==> src/rtl/dbell_pkg.sv <==
package dbell_pkg;

    localparam int NCH      = 3;
    localparam int DW       = 32;
    localparam int AW       = 12;
    localparam int SEC_CH   = 2;
    localparam int CH_LSB   = 5;
    localparam int CHW      = $clog2(NCH + 1);
    localparam int REG_LSB  = 3;
    localparam int REGW     = 2;
    localparam int MAP_TOP  = CH_LSB + CHW;

    typedef enum logic [REGW-1:0] {
        REG_STAT = 2'd0,
        REG_SET  = 2'd1,
        REG_CLR  = 2'd2,
        REG_NONE = 2'd3
    } reg_e;

    typedef struct packed {
        logic            hit;
        logic            wr;
        logic [CHW-1:0]  ch;
        reg_e            kind;
        logic            denied;
    } acc_t;

    function automatic logic [DW-1:0] stat_next(
        input logic [DW-1:0] cur,
        input logic [DW-1:0] set_bits,
        input logic [DW-1:0] clr_bits
    );
        return (cur & ~clr_bits) | set_bits;
    endfunction

endpackage

==> src/rtl/dbell_decode.sv <==
module dbell_decode
    import dbell_pkg::*;
(
    input  logic          psel,
    input  logic          penable,
    input  logic          pwrite,
    input  logic [AW-1:0] paddr,
    input  logic          nonsec,
    output acc_t          acc
);
    logic           in_map;
    logic [CHW-1:0] ch_f;
    logic [REGW-1:0] rg_f;

    always_comb begin
        ch_f   = paddr[CH_LSB +: CHW];
        rg_f   = paddr[REG_LSB +: REGW];
        in_map = (paddr[AW-1:MAP_TOP] == '0) && (int'(ch_f) < NCH);

        acc.hit    = psel && penable && in_map;
        acc.wr     = pwrite;
        acc.ch     = ch_f;
        acc.kind   = reg_e'(rg_f);
        acc.denied = acc.hit && (int'(ch_f) == SEC_CH) && nonsec;
    end
endmodule

==> src/rtl/dbell_chan.sv <==
module dbell_chan
    import dbell_pkg::*;
(
    input  logic          clk,
    input  logic          rst,
    input  logic          set_en,
    input  logic          clr_en,
    input  logic [DW-1:0] wdata,
    output logic [DW-1:0] stat,
    output logic          irq
);
    logic [DW-1:0] set_bits;
    logic [DW-1:0] clr_bits;

    always_comb begin
        set_bits = set_en ? wdata : '0;
        clr_bits = clr_en ? wdata : '0;
    end

    always_ff @(posedge clk) begin
        if (rst) begin
            stat <= '0;
            irq  <= 1'b0;
        end else begin
            stat <= stat_next(stat, set_bits, clr_bits);
            irq  <= |stat;
        end
    end
endmodule

==> src/rtl/dbell_rdmux.sv <==
module dbell_rdmux
    import dbell_pkg::*;
(
    input  acc_t                   acc,
    input  logic [NCH-1:0][DW-1:0] stat,
    output logic [DW-1:0]          rdata,
    output logic                   err
);
    always_comb begin
        rdata = '0;
        if (acc.hit && !acc.wr && !acc.denied && acc.kind == REG_STAT) begin
            for (int c = 0; c < NCH; c++) begin
                if (int'(acc.ch) == c) rdata = stat[c];
            end
        end
        err = acc.denied;
    end
endmodule

==> src/rtl/dbell_mbox.sv <==
module dbell_mbox
    import dbell_pkg::*;
(
    input  logic          clk,
    input  logic          rst,
    input  logic          psel,
    input  logic          penable,
    input  logic          pwrite,
    input  logic [AW-1:0] paddr,
    input  logic [2:0]    pprot,
    input  logic [DW-1:0] pwdata,
    output logic [DW-1:0] prdata,
    output logic          pready,
    output logic          pslverr,
    output logic [NCH-1:0] irq_o
);
    acc_t                   acc;
    logic [NCH-1:0][DW-1:0] stat_w;
    logic                   wr_ok;

    dbell_decode u_dec (
        .psel    (psel),
        .penable (penable),
        .pwrite  (pwrite),
        .paddr   (paddr),
        .nonsec  (pprot[1]),
        .acc     (acc)
    );

    assign wr_ok  = acc.hit && acc.wr && !acc.denied;
    assign pready = 1'b1;

    for (genvar c = 0; c < NCH; c++) begin : g_ch
        logic sel_c;
        assign sel_c = wr_ok && (int'(acc.ch) == c);
        dbell_chan u_chan (
            .clk    (clk),
            .rst    (rst),
            .set_en (sel_c && acc.kind == REG_SET),
            .clr_en (sel_c && acc.kind == REG_CLR),
            .wdata  (pwdata),
            .stat   (stat_w[c]),
            .irq    (irq_o[c])
        );
    end

    dbell_rdmux u_rd (
        .acc   (acc),
        .stat  (stat_w),
        .rdata (prdata),
        .err   (pslverr)
    );
endmodule

==> config.mk <==
export PLATFORM = sky130hd
export DESIGN_NAME = dbell_mbox
export DESIGN_NICKNAME = d
export VERILOG_FILES = /design/src/rtl/dbell_pkg.sv /design/src/rtl/dbell_decode.sv /design/src/rtl/dbell_chan.sv /design/src/rtl/dbell_rdmux.sv /design/src/rtl/dbell_mbox.sv
export SDC_FILE = /design/constraint.sdc
export NUM_CORES = 1
export LEC_CHECK = 0
export BUFFER_PORTS_ARGS = -buffer_cell sky130_fd_sc_hd__buf_2
export CORE_UTILIZATION = 30
export DETAILED_ROUTE_END_ITERATION = 8
export GPL_TIMING_DRIVEN = 0
export HOLD_SLACK_MARGIN = 0.1
export RECOVER_POWER = 25
export SYNTH_ARGS = -nofsm -noshare
export SYNTH_HDL_FRONTEND = slang
export SYNTH_SLANG_ARGS = --single-unit
==> constraint.sdc <==
create_clock -name clk -period 1.5 [get_ports clk]
set_input_delay 0.3 -clock clk [delete_from_list [all_inputs] [get_ports clk]]
set_output_delay 0.3 -clock clk [all_outputs]
set_load 0.005 [all_outputs]
### Yosys cells after proc, flatten, opt, wreduce, memory -nomap -nowiden

Cells that the tools add are included.

* input port bits: 52
* register bits after elaboration: 99
* word-level logic and storage cells: 57
* output and inout port bits: 37

* reduce and logical (&&, ||, !) cells: 27
* equality and inequality tests: 4
* bitwise logic cells: 9
* $lt $le $gt $ge: 1
* mux-type cells: 10

Operators with widths (number)
* two-way mux 32 bit: 10
* bitwise AND 32 bit: 3
* inverter 32 bit: 3
* bitwise OR 32 bit: 3
* OR reduction 32 bit: 3
* logical AND 1 bit: 19
* equality test 2 bit (second input constant): 3
* logical NOT 5 bit: 1
* logical NOT 2 bit: 2
* equality test 2 x 1 -> 1 bit (second input constant): 1
* logical NOT 1 bit: 2
* less-than comparator 2 bit (second input constant): 1

### Logic depth before layout (Yosys ltp)

Gate-level depths: netlist of the first run.

* word-level depth: 13
* depth in mapped cells: 6
* gate-level depth less buffers: 3

### By module

Synthesis of the first run repeated with hierarchy kept, for this count alone.

* cells, all modules: 619
* area total of the unflattened synthesis: 5097.4 um2

By module, submodules not included
* dbell_chan: area each 1316.3 um2, cells each 150, instances 3, seq. area each 660.6 um2
* dbell_rdmux: area each 947.2 um2, cells each 146, instances 1, seq. area each 0.0 um2
* dbell_mbox: area each 107.6 um2, cells each 13, instances 1, seq. area each 0.0 um2
* dbell_decode: area each 93.8 um2, cells each 10, instances 1, seq. area each 0.0 um2

### Worst setup path before layout of the first run

Ideal clock, no wire load.

* kind: in2out
* from: input paddr[10]
* to: output prdata[10]
* path buffers: 3
* cell stages on the path: 6
* data arrival time: 1.284 ns
* setup slack: -0.084 ns
* required time: 1.200 ns
* cell sequence: nor4b_2 buf_4 buf_6 nand4_2 buf_2 nor2_1

* cells in the longest elaborated chain, start to end: 9
* elaborated cells on any way between the ends: 10
* classes of those cells: mux (1); reduce/logical (9)

Ends and longest elaborated chain
* start: declaration: RTL line dbell_mbox.sv:9 `input logic [AW-1:0] paddr,`
* logical NOT 5 bit *: RTL line dbell_decode.sv:18 `in_map = (paddr[AW-1:MAP_TOP] == '0) && (int'(ch_f) < NCH);`
* logical AND 1 bit *: RTL line dbell_decode.sv:18
* logical AND 1 bit *: RTL line dbell_decode.sv:20 `acc.hit = psel && penable && in_map;`
* logical AND 1 bit (2 in a row): RTL line dbell_decode.sv:24 `acc.denied = acc.hit && (int'(ch_f) == SEC_CH) && nonsec;`
* logical NOT 1 bit: RTL line dbell_rdmux.sv:11 `if (acc.hit && !acc.wr && !acc.denied && acc.kind == REG_STAT) begin`
* logical AND 1 bit * (2 in a row): RTL line dbell_rdmux.sv:11
* two-way mux 32 bit *: RTL line dbell_rdmux.sv:11
* end: declaration: RTL line dbell_mbox.sv:12 `output logic [DW-1:0] prdata,`

Every way passes the cells marked *; elsewhere a longest branch is shown, timed or not.

### Final worst setup path of the first run

* from: input paddr[9]
* to: output prdata[28]

Same word-level chain as after synthesis.

==> metrics.md, run 1 <==
| Metric | Value |
|---|---|
| Status | `finished, violations left` |
| Violated checks | `setup timing` |
| CTS Root Buffer Type | `clkbuf_16` |
| Gr ovfl total | `0` |
| Clk pwr share | `42.9%` |
| WP data arrival | `1670 ps` |
| Hold Crit Class | `in -> reg` |
| Starting Density | `30.65%` |
| GR Util All Layers | `23.21%` |
| Top post-synthesis cells by count | `dfxtp_1, nand4_1, a32o_1` |
| Final wirelength | `23.72 mm` |
| Sequential fraction of design power | `45.2%` |
| CP max-delay cell | `nor4b_4` |
| Combinational Power Share | `11.9%` |
| DIE AREA | `20450 um2` |
| Vias per inst | `5.999` |
| Yosys warns | `0` |
| Slew @ Worst Pin | `702.1 ps` |
| Final HPWL from detailed placement | `16.30 mm` |
| Mapped Cells | `656` |
| Period utilization | `131.5%` |
| Max Buffers Root-to-Sink | `2` |
| Layout cell share with drive strength beyond 1 | `30.26%` |
| # port buffers | `81` |
| Global placement routability congestion | `0.8867` |
| Max IR drop VDD | `0.5090 mV` |
| Synth area leaders | `dfxtp_1, a32o_1, nand4_1` |
| Average routed wire per standard cell | `22.92 um` |
| Max frequency | `507.0 MHz` |
| Worst Path Required | `1200 ps` |
| Synth cell types | `30` |
| I/O pin count | `89` |
| Final core utilization | `39.79%` |
| Post-DRT Antenna Nets | `0` |
| Iter 0 DRT Violations | `862` |
| Initial antenna violation count | `0` |
| Max-slew violations | `0` |
| Power Total | `5.815 mW` |
| CP max FO | `8` |
| Post-CTS Hold Buffers | `0` |
| Area growth syn-to-layout | `29.82%` |
| Die Y | `143.0 um` |
| Site Rows | `51` |
| Flops & latches, synth | `99` |
| Worst skew pair latency | `360 ps` |
| Detailed Routing Iterations Pass 1 | `7` |
| Synth Net Count | `708` |
| Pin count of the biggest net entering global routing | `16` |
| Worst path cell trace | `buf_6, nor4b_4, buf_6, buf_8, nand4_4, buf_12, buf_12, nor2_2, buf_2` |
| TritonCTS clock tree | `yes` |
| Final antenna diode count | `0` |
| Max-slew headroom | `53.19%` |
| Tmin final | `1972 ps` |
| FILL cells | `1973` |
| Top-count cell post-synth | `dfxtp_1` |
| H-tree Lvls | `3` |
| Hold Violations, Final | `0` |
| CP endpoint kind | `primary output` |
| Routed vias | `6209` |
| Final nets | `817` |
| CORE AREA | `19460 um2` |
| Leading area contributor after synthesis | `dfxtp_1` |
| First-pass GRT wire length | `35.31 mm` |
| Crit start category | `input port` |
| Vias in the first global route | `5952` |
| Setup Crit Path Kind | `in -> out` |
| Area share of the largest cell type after synthesis | `33.22%` |
| Setup TNS | `-15430 ps` |
| Post-synthesis async set-or-reset flop share | `0%` |
| PwrDens | `750.8 nW/um2` |
| Sw frac | `26.64%` |
| Die width | `143.0 um` |
| Internal Power | `4.266 mW` |
| Slowest stage delay, CP | `380 ps` |
| Drc violations | `0` |
| Synth Cell Area | `5966 um2` |
| Clock buffer count from CTS | `9` |
| CTS sink cnt | `99` |
| Post-synth EDFFs | `0` |
| Final worst setup slack | `-472.3 ps` |
| Sequential share of the synthesized area | `33.22%` |
| Reported max-cap violation count | `0` |
| Clk_skew | `7.147 ps` |
| Leak Pwr | `2.805 nW` |
| Final setup viols | `63` |
| Most used DFF post-synth | `dfxtp_1` |
| Average size of a mapped cell | `9.094 um2` |
| Reg clk slew, reported paths | `70 ps` |
| Switch Pwr | `1.549 mW` |
| RSZ-0062 raised after global routing | `yes` |
## flip-flops by register name, summed over array words and instances, names as in the netlist
signal and flops:
g_ch.u_chan.irq 3, g_ch.u_chan.stat 96
## kinds of logic after synthesis
kind of cell	after synthesis	synth area share (%)
other	1	0.06286
multiplexers	32	5.369
buffers and inverters	122	10.34
AND/OR/NAND/NOR	270	30.41
flip-flops	99	33.22
AO/OA/AOI/OAI	132	20.60
## timing repair
action / 4_1_cts / 5_1_grt
endpoints found under the setup margin: 49 / 128
cloned: 4 / 2
resized for setup: 66 / 64
pin swaps: 37 / 16
buffers inserted: 11 / 3
## final timing paths
| kind | endpoint | slack, ps | cells after the start | startpoint |
|---|---|---|---|---|
| worst max register to register | g_ch[1].u_chan.irq$_SDFF_PP0_ | 10 | 3 | g_ch[1].u_chan.stat[13]$_SDFF_PP0_ |
| worst max-delay path | prdata[28] | -470 | 9 | paddr[9] |
| worst min register to register | g_ch[2].u_chan.stat[23]$_SDFF_PP0_ | 490 | 2 | g_ch[2].u_chan.stat[23]$_SDFF_PP0_ |
| worst min-delay path | g_ch[2].u_chan.stat[13]$_SDFF_PP0_ | 230 | 3 | pwdata[13] |
## power by group through the flow
stage	clock [mW]	sequential (mW)	combinational (mW)
floorplan	0	2.69	0.362
finish	2.50	2.63	0.693
global route	2.61	2.63	0.727
global placement	0	2.69	0.631
detailed placement	0	2.69	0.630
CTS	2.49	2.63	0.670
## worst max-delay path, delay by kind of cell
family	cells	cell delay (ps)
buffers and inverters	6	800
and+or+nand+nor	3	540
## final cells by class
| class | instances | area [um2] | share of cell area [%] |
|---|---|---|---|
| Clock buffer | 12 | 256.5 | 3.312 |
| Sequential cell | 99 | 1982 | 25.59 |
| Buffer | 88 | 665.6 | 8.594 |
| Clock inverter | 4 | 48.80 | 0.6300 |
| Timing Repair Buffer | 99 | 684.4 | 8.837 |
| Multi-Input combinational cell | 435 | 3652 | 47.16 |
| Tap cell | 265 | 331.6 | 4.281 |
| Inverter | 33 | 123.9 | 1.599 |
## layout by cell type, fill, tap and decap left out, types with 14 or more instances in the layout
cell type  netlist  routed
dfxtp_1         99      99
buf_2           28      89
nand4_1         71      71
a32o_1          64      64
and4_1          35      35
nor2b_1         34      33
mux2i_1         32      32
a2bb2oi_1       32      32
inv_1           32      32
nand2_1         32      32
o32ai_1         32      32
nor2_4           0      29
clkbuf_1        37      26
buf_6           10      20
nor4_1          24      20
nor4bb_1        19      18
buf_4           13      16
and4bb_2        14      14
## per-layer routing
metal | track usage [%] | wire (um) | vias to the layer above
met2 | 36.51 | 10810 | 335
li1 | - | - | 2831
met5 | 0 | 0 | -
met4 | 8.942 | 553 | 0
met3 | 4.292 | 1850 | 44
met1 | 31.24 | 10510 | 2999
## per-stage QoR
| step | setup WS [ps] | hold slack, ps | cell area [um2] | std cells |
|---|---|---|---|---|
| CTS | -457.0 | 221.4 | 7513 | 1032 |
| floorplan | -52.87 | 442.0 | 6042 | 656 |
| detailed placement | -641.4 | 483.7 | 6779 | 1002 |
| finish | -472.3 | 231.5 | 7745 | 1035 |
| global placement | -661.0 | 484.6 | 6779 | 1002 |
| global route | -531.5 | 238.0 | 7745 | 1035 |
No activity file was read; power rests on OpenSTA's default activity.
==> inputs of run 2 (changes only) <==
--- a/config.mk
+++ b/config.mk
@@ -6,7 +6,8 @@
 export NUM_CORES = 1
 export LEC_CHECK = 0
 export BUFFER_PORTS_ARGS = -buffer_cell sky130_fd_sc_hd__buf_2
-export CORE_UTILIZATION = 30
+export CORE_ASPECT_RATIO = 0.9
+export CORE_UTILIZATION = 40
 export DETAILED_ROUTE_END_ITERATION = 8
 export GPL_TIMING_DRIVEN = 0
 export HOLD_SLACK_MARGIN = 0.1
==> run 2 against run 1 <==
  * The flow still finishes with violations (setup timing)
  * Clock-buffer cell count is the same
  * Non-clock buffer count increased by 16
  * Worst setup slack lost 30 ps
  * Clock power down 13%
  * Power fell by 4.9%
  * First-iteration DRC count rose by 6.4%
  * Via count rose by 3.4%
  * Hold slack gained 15 ps
  * Global-route usage rose by 7.0 points
  * Die area shrank 25%
  * Largest power group unchanged
  * Highest routed layer unchanged
==> metrics.md, run 2 (synthesized netlist as in run 1, its figures left out) <==
| Metric | Value |
|---|---|
| Min-Delay Path Depth | `3 (unchanged)` |
| Initial antenna violation count | `0 (unchanged)` |
| Worst Path Required | `1200 ps (about the same)` |
| Max Buffers Root-to-Sink | `2 (unchanged)` |
| Final HPWL from detailed placement | `16.02 mm (was 16.30 mm)` |
| Average routed wire per standard cell | `24.34 um (was 22.92 um)` |
| Vias in the first global route | `6007 (was 5952)` |
| Final core utilization | `55.42% (was 39.79%)` |
| Final wirelength | `23.81 mm (was 23.72 mm)` |
| RSZ-0062 raised after global routing | `yes (unchanged)` |
| Power Total | `5.532 mW (was 5.815 mW)` |
| Max FFs per register | `96 (unchanged)` |
| Sequential fraction of design power | `47.5% (was 45.2%)` |
| Worst skew pair latency | `350 ps (was 360 ps)` |
| Leak Pwr | `2.932 nW (was 2.805 nW)` |
| Clk pwr share | `39.4% (was 42.9%)` |
| CTS sink cnt | `99 (unchanged)` |
| Max-slew headroom | `55.08% (was 53.19%)` |
| Max frequency | `499.5 MHz (was 507.0 MHz)` |
| Hold Slack | `247.0 ps (was 231.5 ps)` |
| Post-CTS Hold Buffers | `0 (unchanged)` |
| Reported max-cap violation count | `0 (unchanged)` |
| Final nets | `833 (was 817)` |
| Drc violations | `0 (unchanged)` |
| Dpl cell area | `6689 um2 (was 6779 um2)` |
| Hold Violations, Final | `0 (unchanged)` |
| Iter 0 DRT Violations | `917 (was 862)` |
| TritonCTS clock tree | `yes (unchanged)` |
| R2r worst-path depth | `3 (unchanged)` |
| First-pass GRT wire length | `35.02 mm (was 35.31 mm)` |
| Hold Crit Class | `in -> reg (unchanged)` |
| Pin count of the biggest net entering global routing | `15 (was 16)` |
| Die Y | `117.9 um (was 143.0 um)` |
| Largest regs | `g_ch.u_chan.stat (96), g_ch.u_chan.irq (3) (unchanged)` |
| Reg clk slew, reported paths | `70 ps (about the same)` |
| Most flop-heavy register | `g_ch.u_chan.stat (unchanged)` |
| Hold Crit Start | `pwdata[15] (was pwdata[13])` |
| Hold EP | `g_ch[2].u_chan.stat[15]$_SDFF_PP0_ (was g_ch[2].u_chan.stat[13]$_SDFF_PP0_)` |
| Clock buffer count from CTS | `9 (unchanged)` |
| Global placement routability congestion | `0.9061 (was 0.8867)` |
| DIE AREA | `15410 um2 (was 20450 um2)` |
| Internal Power | `4.056 mW (was 4.266 mW)` |
| Period utilization | `133.5% (was 131.5%)` |
| PwrDens | `697.4 nW/um2 (was 750.8 nW/um2)` |
| # port buffers | `81 (unchanged)` |
| H-tree Lvls | `3 (unchanged)` |
| Post-DRT Antenna Nets | `0 (unchanged)` |
| Gr ovfl total | `0 (unchanged)` |
| Final worst setup slack | `-501.9 ps (was -472.3 ps)` |
| Max-slew violations | `0 (unchanged)` |
| Worst R2R Setup Slack | `-90 ps (was 10 ps)` |
| I/O pin count | `89 (unchanged)` |
| Routed vias | `6418 (was 6209)` |
| Post-place setup slack | `-589.8 ps (was -641.4 ps)` |
| Max IR drop VDD | `0.5746 mV (was 0.5090 mV)` |
| Starting Density | `41.68% (was 30.65%)` |
| Switch Pwr | `1.476 mW (was 1.549 mW)` |
| Combinational Power Share | `13.1% (was 11.9%)` |
| CP max FO | `5 (was 8)` |
| WP data arrival | `1700 ps (was 1670 ps)` |
| Final antenna diode count | `0 (unchanged)` |
| RR Startpoint | `g_ch[2].u_chan.stat[12]$_SDFF_PP0_ (was g_ch[1].u_chan.stat[13]$_SDFF_PP0_)` |
| Die width | `130.7 um (was 143.0 um)` |
| Site Rows | `41 (was 51)` |
| Final setup viols | `63 (unchanged)` |
| Sw frac | `26.69% (was 26.64%)` |
| Final Cell Area | `7933 um2 (was 7745 um2)` |
| Vias per inst | `6.562 (was 5.999)` |
| Setup Crit Path Kind | `in -> out (unchanged)` |
| Crit start category | `input port (unchanged)` |
| Status | `finished, violations left (unchanged)` |
| GR Util All Layers | `30.22% (was 23.21%)` |
| Commonest cells after routing, fill and taps aside | `dfxtp_1, buf_2, nand4_1 (unchanged)` |
| Tmin final | `2002 ps (was 1972 ps)` |
| Slew @ Worst Pin | `673.8 ps (was 702.1 ps)` |
| Area growth syn-to-layout | `32.97% (was 29.82%)` |
| Detailed Routing Iterations Pass 1 | `7 (unchanged)` |
| Most common cell after layout, fill and taps aside | `dfxtp_1 (unchanged)` |
| Clk_skew | `4.436 ps (was 7.147 ps)` |
| CTS Root Buffer Type | `clkbuf_16 (unchanged)` |
| CORE AREA | `14310 um2 (was 19460 um2)` |
| CP endpoint kind | `primary output (unchanged)` |
| End of the worst register-to-register path | `g_ch[2].u_chan.irq$_SDFF_PP0_ (was g_ch[1].u_chan.irq$_SDFF_PP0_)` |
| Layout cell share with drive strength beyond 1 | `31.97% (was 30.26%)` |
| Violated checks | `setup timing (unchanged)` |
run 2: changes by cell type in the layout (fill, tap and decap cells not counted), sizes merged:
cell,delta
bufinv,-1
bufbuf,-1
clkbuf,+7
buf,+10
run 2: power by group through the flow:
stage	combinational [mW]	clock, mW	sequential (mW)
floorplan	0.362	0	2.69
global placement	0.617	0	2.69
detailed placement	0.628	0	2.69
CTS	0.651	2.21	2.63
global route	0.756	2.31	2.63
finish	0.724	2.18	2.63
run 2: final cells by class:
class	count	area (um2)
Tap cell	193	241.5
Clock inverter	3	15.01
Fill cell	1277	6380
Clock buffer	12	246.5
Inverter	33	123.9
Buffer	87	696.9
Timing Repair Buffer	116	949.7
Multi-Input combinational cell	435	3677
Sequential cell	99	1982
run 2: worst max-delay path, stage by stage:
cell	delay [ps]
buf_6	100
nor4b_4	360
buf_6	170
buf_8	110
nand4_4	110
buf_12	210
buf_12	150
nor2_4	80
buf_2	120
run 2: how the worst max path moves through the flow:
| stage | from | endpoint | cells after the start |
|---|---|---|---|
| 2_1_floorplan | paddr[10] | prdata[10] | 6 |
| 3_3_place_gp | paddr[5] | prdata[13] | 7 |
| 3_5_place_dp | paddr[5] | prdata[13] | 7 |
| 4_1_cts | paddr[11] | prdata[31] | 9 |
| 5_1_grt | paddr[9] | prdata[13] | 9 |
| 6_report | paddr[9] | prdata[13] | 9 |
run 2: repair_timing:
item | in CTS | in global routing
resized for setup | 54 | 102
endpoints found under the setup margin | 63 | 128
gates cloned | 3 | 9
setup buffers | 11 | 15
pin swaps | 38 | 35
run 2: per-layer routing:
metal  wire length [um]  GRT usage [%]  vias to the layer above
met5                  0              0                        -
met1              10390          42.87                     3148
met2              10650          44.94                      365
met4                503          10.06                        0
met3               2269          6.318                       44
li1                   -              -                     2861
run 2: through the flow:
stage	cells	setup TNS (ps)
floorplan	656	-1507
global placement	930	-49150
detailed placement	930	-49950
CTS	957	-14520
global route	978	-20520
finish	978	-16560
==> inputs of run 3 (changes only) <==
--- a/config.mk
+++ b/config.mk
@@ -14,4 +14,5 @@
 export RECOVER_POWER = 25
 export SYNTH_ARGS = -nofsm -noshare
 export SYNTH_HDL_FRONTEND = slang
+export SYNTH_HIERARCHICAL = 1
 export SYNTH_SLANG_ARGS = --single-unit
==> constraint.sdc (replaced) <==
create_clock -name clk -period 1.99 [get_ports clk]
set_input_delay 0.398 -clock clk [delete_from_list [all_inputs] [get_ports clk]]
set_output_delay 0.398 -clock clk [all_outputs]
set_load 0.005 [all_outputs]
==> run 3 against run 2 <==
  * The flow still finishes with violations (setup timing)
  * Critical endpoint is now prdata[14]
  * Synthesized cell count down 5.6%
  * Routed wire length is 27% lower
  * Highest routed layer unchanged
  * Clock power is 17% lower
  * Die area fell by 14%
  * Hold slack improved by 61 ps
  * Flip-flop and latch count unchanged
  * Worst setup slack improved by 57 ps
  * Utilization increased by 3.8 points
  * Sequential power is 25% lower
  * Largest power group unchanged
  * Clock-buffer cell count up 1
  * Largest cell class unchanged
  * Non-clock buffer count is 43 lower
  * Register-to-register slack better by 710 ps
==> metrics.md, run 3 <==
| Metric | Value |
|---|---|
| Setup Crit Path Kind | `in -> out (unchanged)` |
| Area growth syn-to-layout | `41.95% (was 32.97%)` |
| Sequential share of the synthesized area | `38.88% (was 33.22%)` |
| Vias in the first global route | `4945 (was 6007)` |
| Max-slew violations | `0 (unchanged)` |
| FILL cells | `1062 (was 1277)` |
| Post-place setup slack | `-839.0 ps (was -589.8 ps)` |
| Die width | `121.0 um (was 130.7 um)` |
| Detailed Routing Iterations Pass 1 | `5 (was 7)` |
| I/O pin count | `89 (unchanged)` |
| Post-synth EDFFs | `0 (unchanged)` |
| Period utilization | `122.4%` |
| Post-CTS Hold Buffers | `0 (unchanged)` |
| Pin count of the biggest net entering global routing | `16 (was 15)` |
| Synth cell types | `28 (was 30)` |
| Max-slew headroom | `54.68% (was 55.08%)` |
| TritonCTS clock tree | `yes (unchanged)` |
| DIE AREA | `13200 um2 (was 15410 um2)` |
| Yosys warns | `6 (was 0)` |
| Status | `finished, violations left (unchanged)` |
| Final setup viols | `128 (was 63)` |
| Global placement routability congestion | `0.8146 (was 0.9061)` |
| Die Y | `109.1 um (was 117.9 um)` |
| Tmin final | `2435 ps` |
| Mapped Cells | `619 (was 656)` |
| Max FFs per register | `96 (unchanged)` |
| Routed vias | `5143 (was 6418)` |
| Violated checks | `setup timing (unchanged)` |
| Synth area leaders | `dfxtp_1, a22oi_1, nand2_1 (was dfxtp_1, a32o_1, nand4_1)` |
| DP Cell Count | `857 (was 930)` |
| Worst skew pair latency | `350 ps (about the same)` |
| Clock buffer count from CTS | `9 (unchanged)` |
| Max IR drop VDD | `0.4966 mV (was 0.5746 mV)` |
| WP data arrival | `2040 ps (was 1700 ps)` |
| H-tree Lvls | `3 (unchanged)` |
| Top-count cell post-synth | `nand2_1 (was dfxtp_1)` |
| Layout cell share with drive strength beyond 1 | `45.03% (was 31.97%)` |
| Final antenna diode count | `0 (unchanged)` |
| CP max-delay cell | `or4_4 (was nor4b_4)` |
| Final wirelength | `17.46 mm (was 23.81 mm)` |
| Final core utilization | `59.22% (was 55.42%)` |
| Top post-synthesis cells by count | `nand2_1, dfxtp_1, nor2_1 (was dfxtp_1, nand4_1, a32o_1)` |
| Average size of a mapped cell | `8.235 um2 (was 9.094 um2)` |
| Worst Path Required | `1590 ps (was 1200 ps)` |
| Starting Density | `41.72% (was 41.68%)` |
| First-pass GRT wire length | `25.97 mm (was 35.02 mm)` |
| Leading area contributor after synthesis | `dfxtp_1 (unchanged)` |
| Reported max-cap violation count | `0 (unchanged)` |
| Slew @ Worst Pin | `679.9 ps (was 673.8 ps)` |
| Worst R2R Setup Slack | `620 ps (was -90 ps)` |
| CTS Root Buffer Type | `clkbuf_16 (unchanged)` |
| Most common cell after layout, fill and taps aside | `dfxtp_1 (unchanged)` |
| Iter 0 DRT Violations | `338 (was 917)` |
| # port buffers | `78 (was 81)` |
| CTS sink cnt | `99 (unchanged)` |
| Average routed wire per standard cell | `19.31 um (was 24.34 um)` |
| Hold Violations, Final | `0 (unchanged)` |
| Most flop-heavy register | `g_ch.u_chan/stat (was g_ch.u_chan.stat)` |
| Gr ovfl total | `0 (unchanged)` |
| Drc violations | `0 (unchanged)` |
| Power Total | `4.078 mW (was 5.532 mW)` |
| Max Buffers Root-to-Sink | `2 (unchanged)` |
| RSZ-0062 raised after global routing | `yes (unchanged)` |
| CORE AREA | `12220 um2 (was 14310 um2)` |
| Hold Crit Class | `in -> reg (unchanged)` |
| CP endpoint kind | `primary output (unchanged)` |
| Post-synthesis async set-or-reset flop share | `0% (unchanged)` |
| Slowest stage delay, CP | `570 ps (was 360 ps)` |
| FF/Latch Area | `1982 um2 (unchanged)` |
| Site Rows | `38 (was 41)` |
| Worst path cell trace | `buf_6, or4_4, a2111oi_4, nand2_1, buf_12, clkbuf_16, a21oi_4, buf_2 (was buf_6, nor4b_4, buf_6, buf_8, nand4_4, buf_12, buf_12, nor2_4, buf_2)` |
| Final HPWL from detailed placement | `10.97 mm (was 16.02 mm)` |
| Largest regs | `g_ch.u_chan/stat (96), g_ch.u_chan/irq (3) (was g_ch.u_chan.stat (96), g_ch.u_chan.irq (3))` |
| Leak Pwr | `2.626 nW (was 2.932 nW)` |
| GR Util All Layers | `25.93% (was 30.22%)` |
| Vias per inst | `5.689 (was 6.562)` |
| Post-Layout Cell Count | `904 (was 978)` |
| Final nets | `791 (was 833)` |
| Synth Cell Area | `5097 um2 (was 5966 um2)` |
| Synth Net Count | `671 (was 708)` |
| CP max FO | `8 (was 5)` |
| Max frequency | `410.7 MHz` |
| Area of the multi-input gates | `3411 um2 (was 3677 um2)` |
| Commonest cells after routing, fill and taps aside | `dfxtp_1, nor2_1, buf_2 (was dfxtp_1, buf_2, nand4_1)` |
| Area share of the largest cell type after synthesis | `38.88% (was 33.22%)` |
| Most used DFF post-synth | `dfxtp_1 (unchanged)` |
| Crit start category | `input port (unchanged)` |
| Initial antenna violation count | `0 (unchanged)` |
| Final worst setup slack | `-444.9 ps (was -501.9 ps)` |
| Post-DRT Antenna Nets | `0 (unchanged)` |
| PwrDens | `563.7 nW/um2 (was 697.4 nW/um2)` |
| Clk_skew | `5.547 ps (was 4.436 ps)` |
| Flops & latches, synth | `99 (unchanged)` |
| Reg clk slew, reported paths | `70 ps (about the same)` |
-- run 3: routing by layer --
metal / global-route usage (%) / share of wire [%]
met5: 0 / 0
met4: 7.496 / 1.6
met3: 5.073 / 5.9
met2: 44.49 / 48
met1: 32.96 / 45
-- run 3: kinds of logic after synthesis --
| family | after synthesis | share of synthesized area, % |
|---|---|---|
| AO/OA/AOI/OAI | 132 | 19.88 |
| buffers and inverters | 52 | 7.781 |
| flip-flops | 99 | 38.88 |
| multiplexers | 32 | 6.284 |
| other | 1 | 0.07357 |
| AND/OR/NAND/NOR | 303 | 27.10 |
-- run 3: final timing paths --
check,startpoint,to,cells after the start
setup / recovery,paddr[7],prdata[14],8
setup reg to reg,g_ch[2].u_chan/stat[12]$_SDFF_PP0_,g_ch[2].u_chan/irq$_SDFF_PP0_,3
hold / removal,rst,g_ch[0].u_chan/stat[31]$_SDFF_PP0_,2
hold reg to reg,g_ch[0].u_chan/stat[28]$_SDFF_PP0_,g_ch[0].u_chan/stat[28]$_SDFF_PP0_,2
-- run 3: cell type report --
class | instances | share of cell area [%]
repair buffers | 111 | 12.04
inverters | 1 | 0.05188
well taps | 160 | 2.767
multi-input cells | 468 | 47.14
clock buffers | 13 | 3.597
clock inverters | 3 | 0.6398
flip-flops and latches | 99 | 27.39
plain buffers | 49 | 6.381
-- run 3: critical path: cells and delay by family --
| kind | cells | cell delay [ps] |
|---|---|---|
| simple gates | 2 | 720 |
| buf+inv | 4 | 570 |
| compound gates | 2 | 350 |
-- run 3: metrics by stage --
stage / setup TNS [ps] / cell area [um2] / hold WS (ps)
after CTS: -40250 / 6965 / 307.0
after global routing: -57690 / 7236 / 310.9
after global placement: -84660 / 5744 / 496.0
final: -45080 / 7236 / 308.4
after detailed placement: -91140 / 5744 / 518.4
after floorplan: -33870 / 5154 / 482.3
-- run 3: power by group --
group,switching [mW],total (mW),leakage (nW),internal [mW]
Combinational,0.204,0.289,1.68,0.0846
Sequential,0.000332,1.98,0.797,1.98
Clock,0.761,1.81,0.146,1.05
-- run 3: timing repair --
item                                    in CTS  in global routing
buffers inserted                            16                  8
endpoints found under the setup margin     129                128
gates cloned                                11                  1
pin swaps                                   59                 20
hold endpoints to repair                     0                  0
gates resized for setup                    149                 68
